<file path="config.mk">
export PLATFORM = sky130hd
export DESIGN_NAME = smc_sequencer
export DESIGN_NICKNAME = d
export VERILOG_FILES = /design/src/rtl/smc_pkg.sv /design/src/rtl/smc_cfg_select.sv /design/src/rtl/smc_phase_timer.sv /design/src/rtl/smc_datapath.sv /design/src/rtl/smc_sequencer.sv
export SDC_FILE = /design/constraint.sdc
export NUM_CORES = 1
export LEC_CHECK = 0
export CORE_UTILIZATION = 47
export CTS_CLUSTER_SIZE = 16
export DETAILED_ROUTE_END_ITERATION = 16
export PLACE_DENSITY = 0.82
export RECOVER_POWER = 25
export SYNTH_ARGS = -nofsm -noshare
export SYNTH_HDL_FRONTEND = slang
export SYNTH_SLANG_ARGS = --single-unit
</file>
<file path="constraint.sdc">
create_clock -name clk -period 5.6 [get_ports clk]
set_input_delay 0.56 -clock clk [delete_from_list [all_inputs] [get_ports clk]]
set_output_delay 0.56 -clock clk [all_outputs]
set_load 0.005 [all_outputs]
</file>
<file path="src/rtl/smc_pkg.sv">
package smc_pkg;
  localparam int SHORT_W = 4;
  localparam int LONG_W  = 5;
  localparam int LEN_W   = LONG_W + 1;

  typedef struct packed {
    logic [SHORT_W-1:0] t_asu;
    logic [SHORT_W-1:0] t_csu;
    logic [LONG_W-1:0]  t_acc;
    logic [SHORT_W-1:0] t_csh;
    logic [SHORT_W-1:0] t_ah;
    logic [SHORT_W-1:0] t_pg;
    logic               wide;
    logic               page;
  } bank_cfg_t;

  typedef enum logic [2:0] {
    PH_IDLE = 3'd0,
    PH_ASU  = 3'd1,
    PH_CSU  = 3'd2,
    PH_ACC  = 3'd3,
    PH_PAGE = 3'd4,
    PH_CSH  = 3'd5,
    PH_AH   = 3'd6,
    PH_ACK  = 3'd7
  } phase_e;
endpackage

</file>
<file path="src/rtl/smc_cfg_select.sv">
module smc_cfg_select #(
  parameter int NUM_BANKS = 4,
  parameter int BANK_W    = 2
) (
  input  logic [BANK_W-1:0]                     bank_i,
  input  logic [NUM_BANKS*smc_pkg::SHORT_W-1:0] asu_i,
  input  logic [NUM_BANKS*smc_pkg::SHORT_W-1:0] csu_i,
  input  logic [NUM_BANKS*smc_pkg::LONG_W-1:0]  acc_i,
  input  logic [NUM_BANKS*smc_pkg::SHORT_W-1:0] csh_i,
  input  logic [NUM_BANKS*smc_pkg::SHORT_W-1:0] ah_i,
  input  logic [NUM_BANKS*smc_pkg::SHORT_W-1:0] pg_i,
  input  logic [NUM_BANKS-1:0]                  wide_i,
  input  logic [NUM_BANKS-1:0]                  page_i,
  output smc_pkg::bank_cfg_t                    cfg_o
);
  localparam int SW = smc_pkg::SHORT_W;
  localparam int LW = smc_pkg::LONG_W;

  smc_pkg::bank_cfg_t tbl [NUM_BANKS];

  for (genvar g = 0; g < NUM_BANKS; g++) begin : g_bank
    assign tbl[g].t_asu = asu_i[g*SW +: SW];
    assign tbl[g].t_csu = csu_i[g*SW +: SW];
    assign tbl[g].t_acc = acc_i[g*LW +: LW];
    assign tbl[g].t_csh = csh_i[g*SW +: SW];
    assign tbl[g].t_ah  = ah_i[g*SW +: SW];
    assign tbl[g].t_pg  = pg_i[g*SW +: SW];
    assign tbl[g].wide  = wide_i[g];
    assign tbl[g].page  = page_i[g];
  end

  assign cfg_o = tbl[bank_i];
endmodule

</file>
<file path="src/rtl/smc_phase_timer.sv">
module smc_phase_timer #(
  parameter int LEN_W = 6
) (
  input  logic             clk,
  input  logic             rst_n,
  input  logic             load_i,
  input  logic [LEN_W-1:0] len_i,
  output logic             done_o
);
  logic [LEN_W-1:0] cnt_q, cnt_d;

  always_comb begin
    cnt_d = cnt_q;
    if (load_i) begin
      cnt_d = len_i - LEN_W'(1);
    end else if (cnt_q != '0) begin
      cnt_d = cnt_q - LEN_W'(1);
    end
  end

  always_ff @(posedge clk or negedge rst_n) begin
    if (!rst_n) begin
      cnt_q <= '0;
    end else begin
      cnt_q <= cnt_d;
    end
  end

  assign done_o = (cnt_q == '0);
endmodule

</file>
<file path="src/rtl/smc_datapath.sv">
module smc_datapath #(
  parameter int OFFS_W = 8,
  parameter int DATA_W = 16,
  parameter int BEATS  = 4,
  parameter int BEAT_W = 2
) (
  input  logic                    clk,
  input  logic                    rst_n,
  input  logic                    accept_i,
  input  logic [OFFS_W-1:0]       offs_i,
  input  logic [DATA_W-1:0]       wdata_i,
  input  logic                    wide_i,
  input  logic [BEAT_W-1:0]       beat_i,
  input  logic                    addr_act_i,
  input  logic                    capture_i,
  input  logic [DATA_W-1:0]       din_i,
  output logic [OFFS_W-1:0]       addr_o,
  output logic [DATA_W-1:0]       dout_o,
  output logic [BEATS*DATA_W-1:0] rdata_o
);
  localparam int HALF = DATA_W / 2;

  logic [OFFS_W-1:0] offs_q;
  logic [DATA_W-1:0] wdata_q;
  logic [OFFS_W-1:0] step;
  logic [DATA_W-1:0] din_fmt;

  always_ff @(posedge clk or negedge rst_n) begin
    if (!rst_n) begin
      offs_q  <= '0;
      wdata_q <= '0;
    end else if (accept_i) begin
      offs_q  <= offs_i;
      wdata_q <= wdata_i;
    end
  end

  always_comb begin
    step    = wide_i ? OFFS_W'({beat_i, 1'b0}) : OFFS_W'(beat_i);
    addr_o  = addr_act_i ? (offs_q + step) : '0;
    dout_o  = wide_i ? wdata_q : {{(DATA_W-HALF){1'b0}}, wdata_q[HALF-1:0]};
    din_fmt = wide_i ? din_i : {{(DATA_W-HALF){1'b0}}, din_i[HALF-1:0]};
  end

  for (genvar g = 0; g < BEATS; g++) begin : g_word
    logic [DATA_W-1:0] word_q, word_d;

    always_comb begin
      word_d = word_q;
      if (accept_i) begin
        word_d = '0;
      end else if (capture_i && (beat_i == BEAT_W'(g))) begin
        word_d = din_fmt;
      end
    end

    always_ff @(posedge clk or negedge rst_n) begin
      if (!rst_n) begin
        word_q <= '0;
      end else begin
        word_q <= word_d;
      end
    end

    assign rdata_o[g*DATA_W +: DATA_W] = word_q;
  end
endmodule

</file>
<file path="src/rtl/smc_sequencer.sv">
module smc_sequencer #(
  parameter int NUM_BANKS = 4,
  parameter int OFFS_W    = 8,
  parameter int DATA_W    = 16,
  parameter int BEATS     = 4
) (
  input  logic                                  clk,
  input  logic                                  rst_n,
  input  logic                                  req,
  input  logic [$clog2(NUM_BANKS)-1:0]          req_bank,
  input  logic [OFFS_W-1:0]                     req_offs,
  input  logic                                  req_wr,
  input  logic [DATA_W-1:0]                     req_wdata,
  output logic                                  ack,
  output logic [BEATS*DATA_W-1:0]               rd_data,
  input  logic [NUM_BANKS*smc_pkg::SHORT_W-1:0] cfg_asu,
  input  logic [NUM_BANKS*smc_pkg::SHORT_W-1:0] cfg_csu,
  input  logic [NUM_BANKS*smc_pkg::LONG_W-1:0]  cfg_acc,
  input  logic [NUM_BANKS*smc_pkg::SHORT_W-1:0] cfg_csh,
  input  logic [NUM_BANKS*smc_pkg::SHORT_W-1:0] cfg_ah,
  input  logic [NUM_BANKS*smc_pkg::SHORT_W-1:0] cfg_pg,
  input  logic [NUM_BANKS-1:0]                  cfg_wide,
  input  logic [NUM_BANKS-1:0]                  cfg_page,
  output logic [NUM_BANKS-1:0]                  ext_csn,
  output logic                                  ext_oen,
  output logic                                  ext_wen,
  output logic [OFFS_W-1:0]                     ext_addr,
  output logic [DATA_W-1:0]                     ext_dout,
  output logic                                  ext_dout_en,
  input  logic [DATA_W-1:0]                     ext_din
);
  import smc_pkg::*;

  localparam int BANK_W = $clog2(NUM_BANKS);
  localparam int BEAT_W = $clog2(BEATS);
  localparam int LW     = smc_pkg::LEN_W;

  logic [1:0]        rst_sync_q;
  logic              rst_int_n;
  phase_e            state_q, state_d, nxt;
  logic [BEAT_W-1:0] beat_q, beat_d;
  bank_cfg_t         cfg_sel, cfg_q, cfg_src;
  logic              wr_q, wr_src;
  logic [BANK_W-1:0] bank_q;
  logic [LW-1:0]     len [8];
  logic              accept, load, done, beat_end;
  logic [LW-1:0]     tmr_len;
  logic              cs_act, strobe_act, addr_act;

  // Reset: asserted asynchronously, released on the clock.
  always_ff @(posedge clk or negedge rst_n) begin
    if (!rst_n) begin
      rst_sync_q <= 2'b00;
    end else begin
      rst_sync_q <= {rst_sync_q[0], 1'b1};
    end
  end
  assign rst_int_n = rst_sync_q[1];

  smc_cfg_select #(.NUM_BANKS(NUM_BANKS), .BANK_W(BANK_W)) u_sel (
    .bank_i (req_bank),
    .asu_i  (cfg_asu),
    .csu_i  (cfg_csu),
    .acc_i  (cfg_acc),
    .csh_i  (cfg_csh),
    .ah_i   (cfg_ah),
    .pg_i   (cfg_pg),
    .wide_i (cfg_wide),
    .page_i (cfg_page),
    .cfg_o  (cfg_sel)
  );

  // Phase lengths; the idle phase looks at the incoming request.
  always_comb begin
    cfg_src = (state_q == PH_IDLE) ? cfg_sel : cfg_q;
    wr_src  = (state_q == PH_IDLE) ? req_wr  : wr_q;
    len[0]  = '0;
    len[1]  = LW'(cfg_src.t_asu);
    len[2]  = LW'(cfg_src.t_csu);
    len[3]  = LW'(cfg_src.t_acc) + LW'(1);
    len[4]  = (cfg_src.page && !wr_src) ?
              ((cfg_src.t_pg == '0) ? LW'(1) : LW'(cfg_src.t_pg)) : '0;
    len[5]  = LW'(cfg_src.t_csh);
    len[6]  = LW'(cfg_src.t_ah);
    len[7]  = LW'(1);
    nxt     = PH_ACK;
    for (int i = 7; i >= 1; i--) begin
      if ((i > int'(state_q)) && (len[i] != '0)) begin
        nxt = phase_e'(3'(i));
      end
    end
  end

  always_comb begin
    state_d  = state_q;
    beat_d   = beat_q;
    accept   = 1'b0;
    load     = 1'b0;
    beat_end = 1'b0;
    tmr_len  = len[int'(nxt)];
    case (state_q)
      PH_IDLE: begin
        if (req) begin
          accept  = 1'b1;
          load    = 1'b1;
          state_d = nxt;
          beat_d  = '0;
        end
      end
      PH_ACK: begin
        state_d = PH_IDLE;
      end
      default: begin
        if (done) begin
          beat_end = (state_q == PH_ACC) || (state_q == PH_PAGE);
          load     = 1'b1;
          if ((state_q == PH_PAGE) && (beat_q != BEAT_W'(BEATS-1))) begin
            tmr_len = len[int'(PH_PAGE)];
            beat_d  = beat_q + BEAT_W'(1);
          end else begin
            state_d = nxt;
            if ((state_q == PH_ACC) && (nxt == PH_PAGE)) begin
              beat_d = beat_q + BEAT_W'(1);
            end
          end
        end
      end
    endcase
  end

  always_ff @(posedge clk or negedge rst_int_n) begin
    if (!rst_int_n) begin
      state_q <= PH_IDLE;
      beat_q  <= '0;
    end else begin
      state_q <= state_d;
      beat_q  <= beat_d;
    end
  end

  always_ff @(posedge clk or negedge rst_int_n) begin
    if (!rst_int_n) begin
      cfg_q  <= '0;
      wr_q   <= 1'b0;
      bank_q <= '0;
    end else if (accept) begin
      cfg_q  <= cfg_sel;
      wr_q   <= req_wr;
      bank_q <= req_bank;
    end
  end

  smc_phase_timer #(.LEN_W(LW)) u_tmr (
    .clk    (clk),
    .rst_n  (rst_int_n),
    .load_i (load),
    .len_i  (tmr_len),
    .done_o (done)
  );

  assign cs_act     = (state_q == PH_CSU) || (state_q == PH_ACC) ||
                      (state_q == PH_PAGE) || (state_q == PH_CSH);
  assign strobe_act = (state_q == PH_ACC) || (state_q == PH_PAGE);
  assign addr_act   = (state_q != PH_IDLE) && (state_q != PH_ACK);

  smc_datapath #(
    .OFFS_W(OFFS_W), .DATA_W(DATA_W), .BEATS(BEATS), .BEAT_W(BEAT_W)
  ) u_dp (
    .clk        (clk),
    .rst_n      (rst_int_n),
    .accept_i   (accept),
    .offs_i     (req_offs),
    .wdata_i    (req_wdata),
    .wide_i     (cfg_q.wide),
    .beat_i     (beat_q),
    .addr_act_i (addr_act),
    .capture_i  (beat_end && !wr_q),
    .din_i      (ext_din),
    .addr_o     (ext_addr),
    .dout_o     (ext_dout),
    .rdata_o    (rd_data)
  );

  always_comb begin
    ext_csn = '1;
    if (cs_act) begin
      ext_csn[bank_q] = 1'b0;
    end
  end

  assign ext_oen     = !(strobe_act && !wr_q);
  assign ext_wen     = !(strobe_act && wr_q);
  assign ext_dout_en = wr_q && addr_act && (state_q != PH_ASU);
  assign ack         = (state_q == PH_ACK);
endmodule

</file>
Yosys cells after proc, flatten, opt, wreduce, memory -nomap -nowiden:

Index checks and enable logic that the tools add are counted.
Widths: inputs -> output; s select.

* register bits after elaboration: 131
* bits of input ports: 154
* output and inout port bits: 96
* word-level logic and storage cells: 155

* $add $sub $neg: 5
* magnitude comparators: 10
* eq/ne operators: 14
* multiplexer cells: 51
* bitwise logic cells: 4
* reduce and logical (&&, ||, !) cells: 51

Operator list (number)
* $mux 16: 10
* $mux 27: 3
* $bmux 27 s2: 1
* $mux 6: 7
* $ge 32x4->1 const B: 1
* $not 3->32: 1
* $mux 3: 8
* $logic_and 1x1->1: 20
* $bmux 6 s3: 1
* $reduce_bool 6->1: 3
* $reduce_bool 4->1: 4
* $eq 3x3->1 const B: 4
* $mux 4: 3
* $reduce_bool 2->1: 6
* $sub 6x1->6 const B: 2
* $mux 2: 5
* $gt 3x3->1 const A: 3
* $reduce_bool 3->1: 3
* $add 8x8->8: 1
* $mux 1: 8
* $mux 8: 1
* $add 5x1->6 const B: 1
* $eq 3x2->1 const B: 2
* $gt 2x3->1 const A: 2
* other kinds (26): 35

Logic depth before layout (Yosys ltp):

Gate-level depths: netlist (run 1).

* depth in word-level cells: 23
* gate-level depth with buffers: 20
* gate-level depth less buffers: 16

Modules after synthesis:

From an unflattened synthesis (run 1), not the netlist that was laid out.

* cells, all modules: 752
* area total of the unflattened synthesis: 7522.2 sq um

By module, submodules not included
* smc_datapath: times used 1, cells each 395, area an instance 3903.7 sq um, seq. area each 2202.1 sq um
* smc_sequencer: times used 1, cells each 285, area an instance 2546.2 sq um, seq. area each 925.9 sq um
* smc_cfg_select: times used 1, cells each 33, area an instance 700.7 sq um, seq. area each 0.0 sq um
* smc_phase_timer: times used 1, cells each 39, area an instance 371.6 sq um, seq. area each 150.1 sq um

Worst setup path before layout (run 1):

OpenSTA, ideal clock, no wires.

* path kind: register to register
* start: register state_q[2]
* end: register u_tmr.cnt_q[4]
* library setup time: 131 ps
* arrival: 3793 ps
* data required time: 5469 ps
* setup slack: 1676 ps
* cell stages (with the launch flop): 21
* buffers on the path: 4
* clock period less this slack: 3924 ps
* cell sequence: dfrtp_1 -> buf_1 -> or3_1 -> buf_2 -> buf_1 -> clkbuf_1 -> nand2_1 -> nand2_1 -> ha_1 -> inv_1 -> o41ai_2 -> o21ai_1 -> a2111o_1 -> a211oi_2 -> o21ai_2 -> inv_1 -> ha_1 -> inv_1 -> nor3_1 -> xnor2_1 -> nor2_1

* longest elaborated chain between the ends: 20
* elaborated cells between the ends (all ways): 48
* those cells by class: add/sub: 2; order compare: 6; eq/ne: 2; mux: 18; bitwise: 1; reduce/logical: 19

Ends and longest elaborated chain
* from (decl): RTL line smc_sequencer.sv:40 `phase_e state_q, state_d, nxt;`
* from (signal assigned): RTL line smc_sequencer.sv:136 `state_q <= state_d;`
* $logic_not 3->1: RTL line smc_sequencer.sv:75, smc_sequencer.sv:76, smc_sequencer.sv:101
* $mux 27 / $mux 1 (equally long branches): RTL line smc_sequencer.sv:75, smc_sequencer.sv:76
* $logic_not 4->1 / $logic_not 1->1 (equally long branches): RTL line smc_sequencer.sv:82, smc_sequencer.sv:81
* $mux 4 / $logic_and 1x1->1 (equally long branches): RTL line smc_sequencer.sv:82, smc_sequencer.sv:81
* $mux 4: RTL line smc_sequencer.sv:81 `len[4] = (cfg_src.page && !wr_src) ?`
* $reduce_bool 6->1: RTL line smc_sequencer.sv:88 `if ((i > int'(state_q)) && (len[i] != '0)) begin`
* $logic_and 1x1->1: RTL line smc_sequencer.sv:88
* $mux 3 (4 in series): RTL line smc_sequencer.sv:88
* $not 3->32 (not written as such): RTL line smc_sequencer.sv:100 `tmr_len = len[int'(nxt)];`
* $bmux 6 s3: RTL line smc_sequencer.sv:100
* $mux 6 (not written as such) (2 in series): RTL line smc_sequencer.sv:100
* $mux 6: RTL line smc_sequencer.sv:117 `if ((state_q == PH_PAGE) && (beat_q != BEAT_W'(BEATS-1))) begin`
* $mux 6: RTL line smc_sequencer.sv:114 `if (done) begin`
* $mux 6: RTL line smc_sequencer.sv:101 `case (state_q)`
* $sub 6x1->6: RTL line smc_phase_timer.sv:15 `cnt_d = len_i - LEN_W'(1);`
* $mux 6: RTL line smc_phase_timer.sv:14 `if (load_i) begin`
* to (signal assigned): RTL line smc_phase_timer.sv:25 `cnt_q <= cnt_d;`
* to (decl): RTL line smc_phase_timer.sv:10 `logic [LEN_W-1:0] cnt_q, cnt_d;`

Parallel ways exist; a longest one is shown, timed or not. The select of a mux whose other input is x is not followed.
A chain may end at the register's enable or synchronous reset.

Worst setup path after layout (run 1):

* start: input req_bank[1]
* end: register u_tmr.cnt_q[4]

* longest elaborated chain between the ends: 23
* elaborated cells between the ends (all ways): 37
* those cells by class: add/sub: 2; mux: 19; bitwise: 2; reduce/logical: 14

Ends and longest elaborated chain
* from (decl): RTL line smc_sequencer.sv:10 `input logic [$clog2(NUM_BANKS)-1:0] req_bank,`
* $not 2->3 (not written as such) *: RTL line smc_cfg_select.sv:32 `assign cfg_o = tbl[bank_i];`
* $bmux 27 s2 *: RTL line smc_cfg_select.sv:32
* $mux 27 (not written as such) * (2 in series): RTL line smc_cfg_select.sv:32
* $mux 27 *: RTL line smc_sequencer.sv:75 `cfg_src = (state_q == PH_IDLE) ? cfg_sel : cfg_q;`
* $logic_not 4->1: RTL line smc_sequencer.sv:82 `((cfg_src.t_pg == '0) ? LW'(1) : LW'(cfg_src.t_pg)) : '0;`
* $mux 4: RTL line smc_sequencer.sv:82
* $mux 4: RTL line smc_sequencer.sv:81
* $reduce_bool 6->1: RTL line smc_sequencer.sv:88
* [... 5 more ...]
* $not 3->32 (not written as such): RTL line smc_sequencer.sv:100
* $bmux 6 s3: RTL line smc_sequencer.sv:100
* $mux 6 (not written as such) (2 in series): RTL line smc_sequencer.sv:100
* $mux 6: RTL line smc_sequencer.sv:117
* $mux 6: RTL line smc_sequencer.sv:114
* $mux 6 *: RTL line smc_sequencer.sv:101
* $sub 6x1->6 *: RTL line smc_phase_timer.sv:15
* $mux 6 *: RTL line smc_phase_timer.sv:14

Every way passes the cells marked *; elsewhere a longest branch is shown, timed or not. The select of a mux whose other input is x is not followed.

==> run_results.csv, run 1 <==
group,metric,value,unit
run_status,status,"complete, but fails checks",
run_status,failed_checks,"max-capacitance violations, max-slew violations",
drt,via_per_inst,5.51,
global_route,grt_max_degree,84,
drt,drtAntennaViolNets,0,
logic_synthesis,synth_xor_area_share,1.52,%
hold_path,holdPathStages,0,
critical_path,max_stage_delay,0.71,ns
drt,drc,0,
cells_and_area,fin_nets,1246,
logic_synthesis,ys_seq_area_share,43.5,%
critical_path,cp_max_fo,33,
clock_tree,cts_buffers,17,
place,dp_slack,1.06,ns
logic_synthesis,yosys.area_share.simple,26.4,%
timing,timing.final.crit_share,74.1,%
clock_tree,hold_buffers,0,
cells_and_area,design_area,10700,µm²
flow_run,max_cap_violations,1,
die,fp.dieH,128,µm
global_route,grt_pass1_wl,35.0,mm
critical_path,path_buf_inv,4,
logic_synthesis,synth-compound-area-share,12.0,%
timing,final-max-slew-violation-count,84,
critical_path,cp.depth,15,
logic_synthesis,syn_inst,868,
clock_tree,clk_path_buf_depth,2,
cells_and_area,final_common_cell,"nand2_1",
logic_synthesis,synth_edf_count,0,
hold_path,hold_path.class,"reg -> reg",
pwr,powerDensity,421,nW/µm²
clock_tree,tritoncts,"yes",
pwr,p_comb_share,42.4,%
cells_and_area,nFillCells,1241,
hold_path,hold_start,"rst_sync_q[0]",
critical_path,critical_path.startpoint,"req_bank[1]",
logic_synthesis,synth_top_family_by_area,"simple AND/OR/NAND/NOR gates",
drt,drtIter0Drc,654,
cells_and_area,drive_gt1_share,7.95,%
place,placedCellCount,1274,
place,place_area,10000,µm²
critical_path,cpLargestDelayFamily,"buffers and inverters",
pwr,netSwitchingFraction,38.5,%
logic_synthesis,ys_ff_latch,130,
cells_and_area,final_cells,1306,
critical_path,worstPathCellList,"clkdlybuf4s50_1, buf_4, mux4_2, nor4_2, nand2b_1, o21ai_2, o31a_1, o221ai_1, o21ai_2, inv_1, ha_1, inv_1, nor3_1, xnor2_1, nor2_1",
logic_synthesis,synthMuxAreaShare,10.4,%
critical_path,crit_arrival,4.44,ns
logic_synthesis,avgSynthCellArea,8.62,µm²
timing,fin_skew,0.00741,ns
global_route,grt-ovfl-total,0,
logic_synthesis,ys.flop_type,"dfrtp_1",
timing,final.setup.tns,0,ns
die,die_w,128,µm
clock_tree,cts-root-buf,"clkbuf_16",
pwr,power,0.00449,W
critical_path,reg2reg_depth,16,
logic_synthesis,synth_top_area_share,43.5,%
pwr,p_leak,4.63,nW
pwr,switchingPower,0.00173,W
die,io_pins,250,
cells_and_area,syn_to_final_growth,42.4,%
drt,firstDrtPassIters,5,
critical_path,cp-end-kind,"flip-flop",
logic_synthesis,synthTopCellsByArea,"dfrtp_1 43%, nand2_1 14%, mux4_2 8.4%",
critical_path,r2r-start,"state_q[1]",
die,start_util,48.7,%
die,fp.coreArea,15400,µm²
pwr,clkPwrFrac,26.8,%
drt,wl,21.5,mm
global_route,grt.total_usage,27.2,%
clock_tree,post_cts_buffers,0,
timing,hold_violations,0,
die,dieArea,16400,µm²
clock_tree,cts_sinks,130,
clock_tree,ctsResizeCount,0,
cells_and_area,final_cell_mix,"272 x nand2_1, 244 x clkdlybuf4s50_1, 130 x dfrtp_1",
pwr,ir_drop,290,µV
logic_synthesis,synthesis.area,7480,µm²
clock_tree,h-tree-depth,4,
logic_synthesis,synth.distinct_cells,71,
logic_synthesis,yosys.area.top_type,"dfrtp_1",
critical_path,critPathLaunchType,"input port",
logic_synthesis,synth_fp_nets,1032,
timing,min_period,4.15,ns
pwr,p_int,0.00276,W
pwr,seqPwrFrac,30.8,%
logic_synthesis,ys_warn_count,0,
cells_and_area,diodes,0,
critical_path,cp_slowest_cell,"clkdlybuf4s50_1",
timing,worstMarginPinSlew,3.29,ns
global_route,grt_pass1_vias,7004,
die,rows,45,
logic_synthesis,yosys.area_share.adder,1.91,%
drt,post_drt_wl_per_cell,16.5,µm
timing,rsz0062_at_grt,"no",
place,place.gp.congestion,0.932,
timing,setup_slack,1.45,ns
critical_path,worstPathRequired,5.89,ns
place,port_buffers,249,
clock_tree,clk_latency,0.42,ns
drt,vias,7190,
timing,relSlewSlack,-120,%
timing,fmax,241,MHz
clock_tree,path_clk_slew,0.06,ns
place,dp_hpwl,15.8,mm
logic_synthesis,synthArstFlopShare,100,%
timing,setup_viol,0,
critical_path,critPathKind,"in -> reg",
global_route,antenna_found_initial,0,
[layout make-up]
| cell class | count | area [µm²] | area share (%) |
|---|---|---|---|
| multi-input combinational | 668 | 3920 | 36.8 |
| sequential | 130 | 3250 | 30.5 |
| timing repair buffer | 256 | 2540 | 23.8 |
| clock buffer | 21 | 470 | 4.42 |
| tap | 211 | 264 | 2.48 |
| clock inverter | 11 | 176 | 1.66 |
| inverter | 9 | 33.8 | 0.317 |
[synthesized netlist by cell type, types with 2 or more instances]
cell      instances
or2_1             3
inv_1             9
o21a_1            3
and3_1            5
o221ai_1          2
nand2_1         273
a21oi_1          76
or3_1             3
buf_1             8
a21o_1            6
mux4_2           28
nor4_1            9
o21ai_2           2
o21ai_0           6
buf_4             9
mux2i_1           8
o22ai_1           2
nor3_1           17
nor3b_1           2
a41oi_1           3
or4_1             2
ha_1              9
a31o_2            2
and2_1           15
mux2_2            2
nand3_1          11
a31oi_1           4
nor2b_1           4
clkbuf_1         33
dfrtp_1         130
nand2b_1          6
o311ai_1          2
o211ai_1          2
xnor2_1           8
nand4_1           2
buf_2             9
a32o_1            4
nor2_1          110
xor2_1            5
buf_6             2
a211oi_2          2
[state kept, by name, indices dropped and copies added (netlist names)]
signal / count
u_dp.g_word.word_q: 64
cfg_q: 26
u_dp.wdata_q: 16
u_dp.offs_q: 8
u_tmr.cnt_q: 6
state_q: 3
bank_q: 2
beat_q: 2
rst_sync_q: 2
wr_q: 1
[metal layers]
layer | wire length, µm | GRT usage (%) | vias up
met5 | 0 | 0 | -
met1 | 9020 | 35.3 | 3450
met2 | 10700 | 46.1 | 326
met4 | 335 | 7.68 | 0
li1 | - | - | 3382
met3 | 1480 | 5.63 | 32
[through the flow]
stage          utilization, %  hold WS (ns)
2_1_floorplan               -         0.264
3_3_place_gp             65.1         0.339
3_5_place_dp             65.1         0.343
4_1_cts                  69.3         0.285
5_1_grt                  69.3         0.352
6_report                 69.3         0.350
[logic make-up (layout without fill, tap and decap cells)]
group,Yosys count,in the layout
XOR/XNOR,13,13
multiplexers,40,40
adder cells (fa/ha/maj),11,11
AND/OR/NAND/NOR,468,468
other,1,1
buffers and inverters,70,297
AO/OA/AOI/OAI,135,135
flip-flops,130,130
[power by group through the flow]
stage | Sequential, W | Clock, W | Combinational, W
after global placement | 0.00139 | 0 | 0.00186
after CTS | 0.00138 | 0.00122 | 0.00189
final | 0.00138 | 0.00120 | 0.00190
after detailed placement | 0.00139 | 0 | 0.00189
after global routing | 0.00141 | 0.00126 | 0.00210
after floorplan | 0.00130 | 0 | 0.00135
[path summary, 6_finish.rpt]
path | endpoint | slack (ns)
min in group asynchronous | rst_sync_q[0] | 0.37
max in group asynchronous | u_dp.g_word[3].word_q[5] | 2.27
max | u_tmr.cnt_q[4] | 1.45
max reg2reg | u_tmr.cnt_q[4] | 1.48
min | rst_sync_q[1] | 0.35
min reg2reg | rst_sync_q[1] | 0.35
Power figures use the tool's default switching activity.
==> inputs of run 2 (changes only) <==
==> constraint.sdc (replaced) <==
create_clock -name clk -period 3.9 [get_ports clk]
set_input_delay 0.39 -clock clk [delete_from_list [all_inputs] [get_ports clk]]
set_output_delay 0.39 -clock clk [all_outputs]
set_load 0.005 [all_outputs]
==> run 2 against run 1 <==
Net effect: sequential share of layout area down 0.32 points; largest power group unchanged; power up 46%; the run now ends clean; register-to-register slack worse by 1.3 ns; non-clock buffer count up 19; final area up 1.2%; core utilization up 0.83 points; final cell count up 1.5%; combinational power up 53%; critical endpoint unchanged; sequential power up 43%; clock skew up 0.0033 ns.
==> run_results.csv, run 2 (synthesized netlist as in run 1, its figures left out) <==
group,metric,value,unit
run_status,status,"finished clean",
cells_and_area,largest_register_ff_count,64,
cells_and_area,top_register,"u_dp.g_word.word_q",
critical_path,critPathCapture,"u_tmr.cnt_q[4]",
critical_path,critPathLaunchType,"flip-flop",
place,dp_slack,0.0189,ns
global_route,grt_pass1_vias,7077,
drt,firstDrtPassIters,5,
clock_tree,clk_latency,0.43,ns
die,dieArea,16400,µm²
timing,min_period,3.71,ns
timing,hold_ws,0.199,ns
cells_and_area,regArea,3260,µm²
timing,final-max-slew-violation-count,0,
die,die_w,128,µm
die,rows,45,
timing,timing.final.crit_share,95.1,%
drt,post_drt_wl_per_cell,16.8,µm
drt,vias,7290,
timing,setup_slack,0.190,ns
cells_and_area,diodes,0,
place,place.gp.congestion,0.899,
timing,worstMarginPinSlew,1.42,ns
timing,relSlewSlack,5.20,%
place,port_buffers,249,
critical_path,max_stage_delay,0.54,ns
clock_tree,cts_buffers,17,
cells_and_area,fin_nets,1265,
critical_path,path_buf_inv,4,
global_route,grt_max_degree,75,
clock_tree,cts_sinks,130,
critical_path,cp_slowest_cell,"dfrtp_1",
die,start_util,48.7,%
timing,fin_skew,0.0107,ns
pwr,p_leak,4.70,nW
critical_path,cpLargestDelayFamily,"simple AND/OR/NAND/NOR gates",
timing,rsz0062_at_grt,"no",
place,placedCellCount,1292,
critical_path,r2r-start,"state_q[0]",
pwr,powerDensity,608,nW/µm²
clock_tree,cts-root-buf,"clkbuf_16",
die,fp.dieH,128,µm
critical_path,worstPathRequired,4.19,ns
critical_path,critical_path.startpoint,"state_q[0]",
drt,drc,0,
hold_path,hold_path.class,"in -> async",
global_route,antenna_found_initial,0,
drt,wl,22.3,mm
global_route,grt.total_usage,28.0,%
cells_and_area,reg_top3,"u_dp.g_word.word_q (64), cfg_q (26), u_dp.wdata_q (16)",
critical_path,rrSetupSlack,0.19,ns
cells_and_area,final_common_cell,"nand2_1",
timing,fmax,270,MHz
timing,setup_viol,0,
critical_path,cp.depth,17,
global_route,grt-ovfl-total,0,
timing,final.setup.tns,0,ns
critical_path,critPathKind,"reg -> reg",
global_route,grt_pass1_wl,35.7,mm
critical_path,worstPathCellList,"nor3_4, nand2_1, nand2_1, ha_1, inv_1, o41ai_2, o21a_1, buf_4, nand3_1, nor4b_2, a211oi_2, inv_1, ha_1, inv_1, nor3_1, xnor2_1, nor2_1",
die,io_pins,250,
critical_path,crit_top_cell,"inv_1",
critical_path,crit_arrival,4.00,ns
critical_path,cp-end-kind,"flip-flop",
die,fp.coreArea,15400,µm²
critical_path,rr_endpoint,"u_tmr.cnt_q[4]",
cells_and_area,final_cell_mix,"272 x nand2_1, 246 x clkdlybuf4s50_1, 128 x dfrtp_1",
clock_tree,h-tree-depth,4,
critical_path,reg2reg_depth,17,
clock_tree,clk_path_buf_depth,2,
pwr,power,0.00656,W
timing,hold_violations,0,
place,dp_hpwl,16.4,mm
cells_and_area,drive_gt1_share,9.78,%
cells_and_area,multi_input_area,3920,µm²
cells_and_area,final_cells,1325,
clock_tree,tritoncts,"yes",
drt,via_per_inst,5.50,
cells_and_area,nFillCells,1215,
pwr,ir_drop,356,µV
critical_path,cp_max_fo,10,
drt,drtIter0Drc,557,
drt,drtAntennaViolNets,0,
clock_tree,path_clk_slew,0.06,ns
cells_and_area,syn_to_final_growth,44.1,%
flow_run,max_cap_violations,0,
[run 2: changes by cell type in the layout (fill, tap and decap cells not counted), moves of 2 or more]
cell	delta
clkbuf_8	-2
buf_4	+17
clkdlybuf4s50_1	+2
inv_6	+2
dfrtp_1	-2
dlygate4sd3_1	-3
[run 2: worst min path at each step]
stage	cells past startpoint	slack (ns)	end
6_report	1	0.20	rst_sync_q[1]
5_1_grt	1	0.19	rst_sync_q[1]
4_1_cts	1	0.12	rst_sync_q[1]
3_5_place_dp	0	0.35	rst_sync_q[1]
3_3_place_gp	0	0.34	rst_sync_q[1]
2_1_floorplan	0	0.09	rst_sync_q[0]
[run 2: metrics by stage]
stage               cell area (µm²)  util (%)
floorplan                      7480         -
global placement              10200      66.0
detailed placement            10200      66.0
CTS                           10800      70.1
global route                  10800      70.1
finish                        10800      70.1
[run 2: area by class of cell]
cell class | instances | share of cell area, %
Multi-Input combinational cell | 668 | 36.4
Sequential cell | 130 | 30.2
Timing Repair Buffer | 275 | 24.9
Clock buffer | 19 | 4.11
Tap cell | 211 | 2.45
Clock inverter | 13 | 1.64
Inverter | 9 | 0.313
[run 2: where the power goes]
group          internal (W)  leakage [nW]  switching, W
combinational       0.00127          2.69       0.00163
sequential          0.00167          1.71      0.000310
clock               0.00104         0.298      0.000639
[run 2: repair_timing]
item,4_1_cts,5_1_grt
hold buffers,0,0
endpoints found under the setup margin,0,1
resized for setup,0,2
setup buffers,0,1
[run 2: per-layer routing]
layer	routed length, µm	global-route usage, %	part of all wire [%]	vias to the layer above
met2	11000	47.0	49	335
li1	-	-	-	3426
met5	0	0	0	-
met4	592	10.2	2.7	0
met1	9330	35.7	42	3475
met3	1370	6.26	6.2	54
==> inputs of run 3 (changes only) <==
--- a/config.mk
+++ b/config.mk
@@ -6,6 +6,7 @@
 export NUM_CORES = 1
 export LEC_CHECK = 0
 export CORE_UTILIZATION = 47
+export CTS_CLUSTER_DIAMETER = 30
 export CTS_CLUSTER_SIZE = 16
 export DETAILED_ROUTE_END_ITERATION = 16
 export PLACE_DENSITY = 0.82
==> results of run 3 <==
No change in the layout: final DEF, timing and power equal those of run 2.
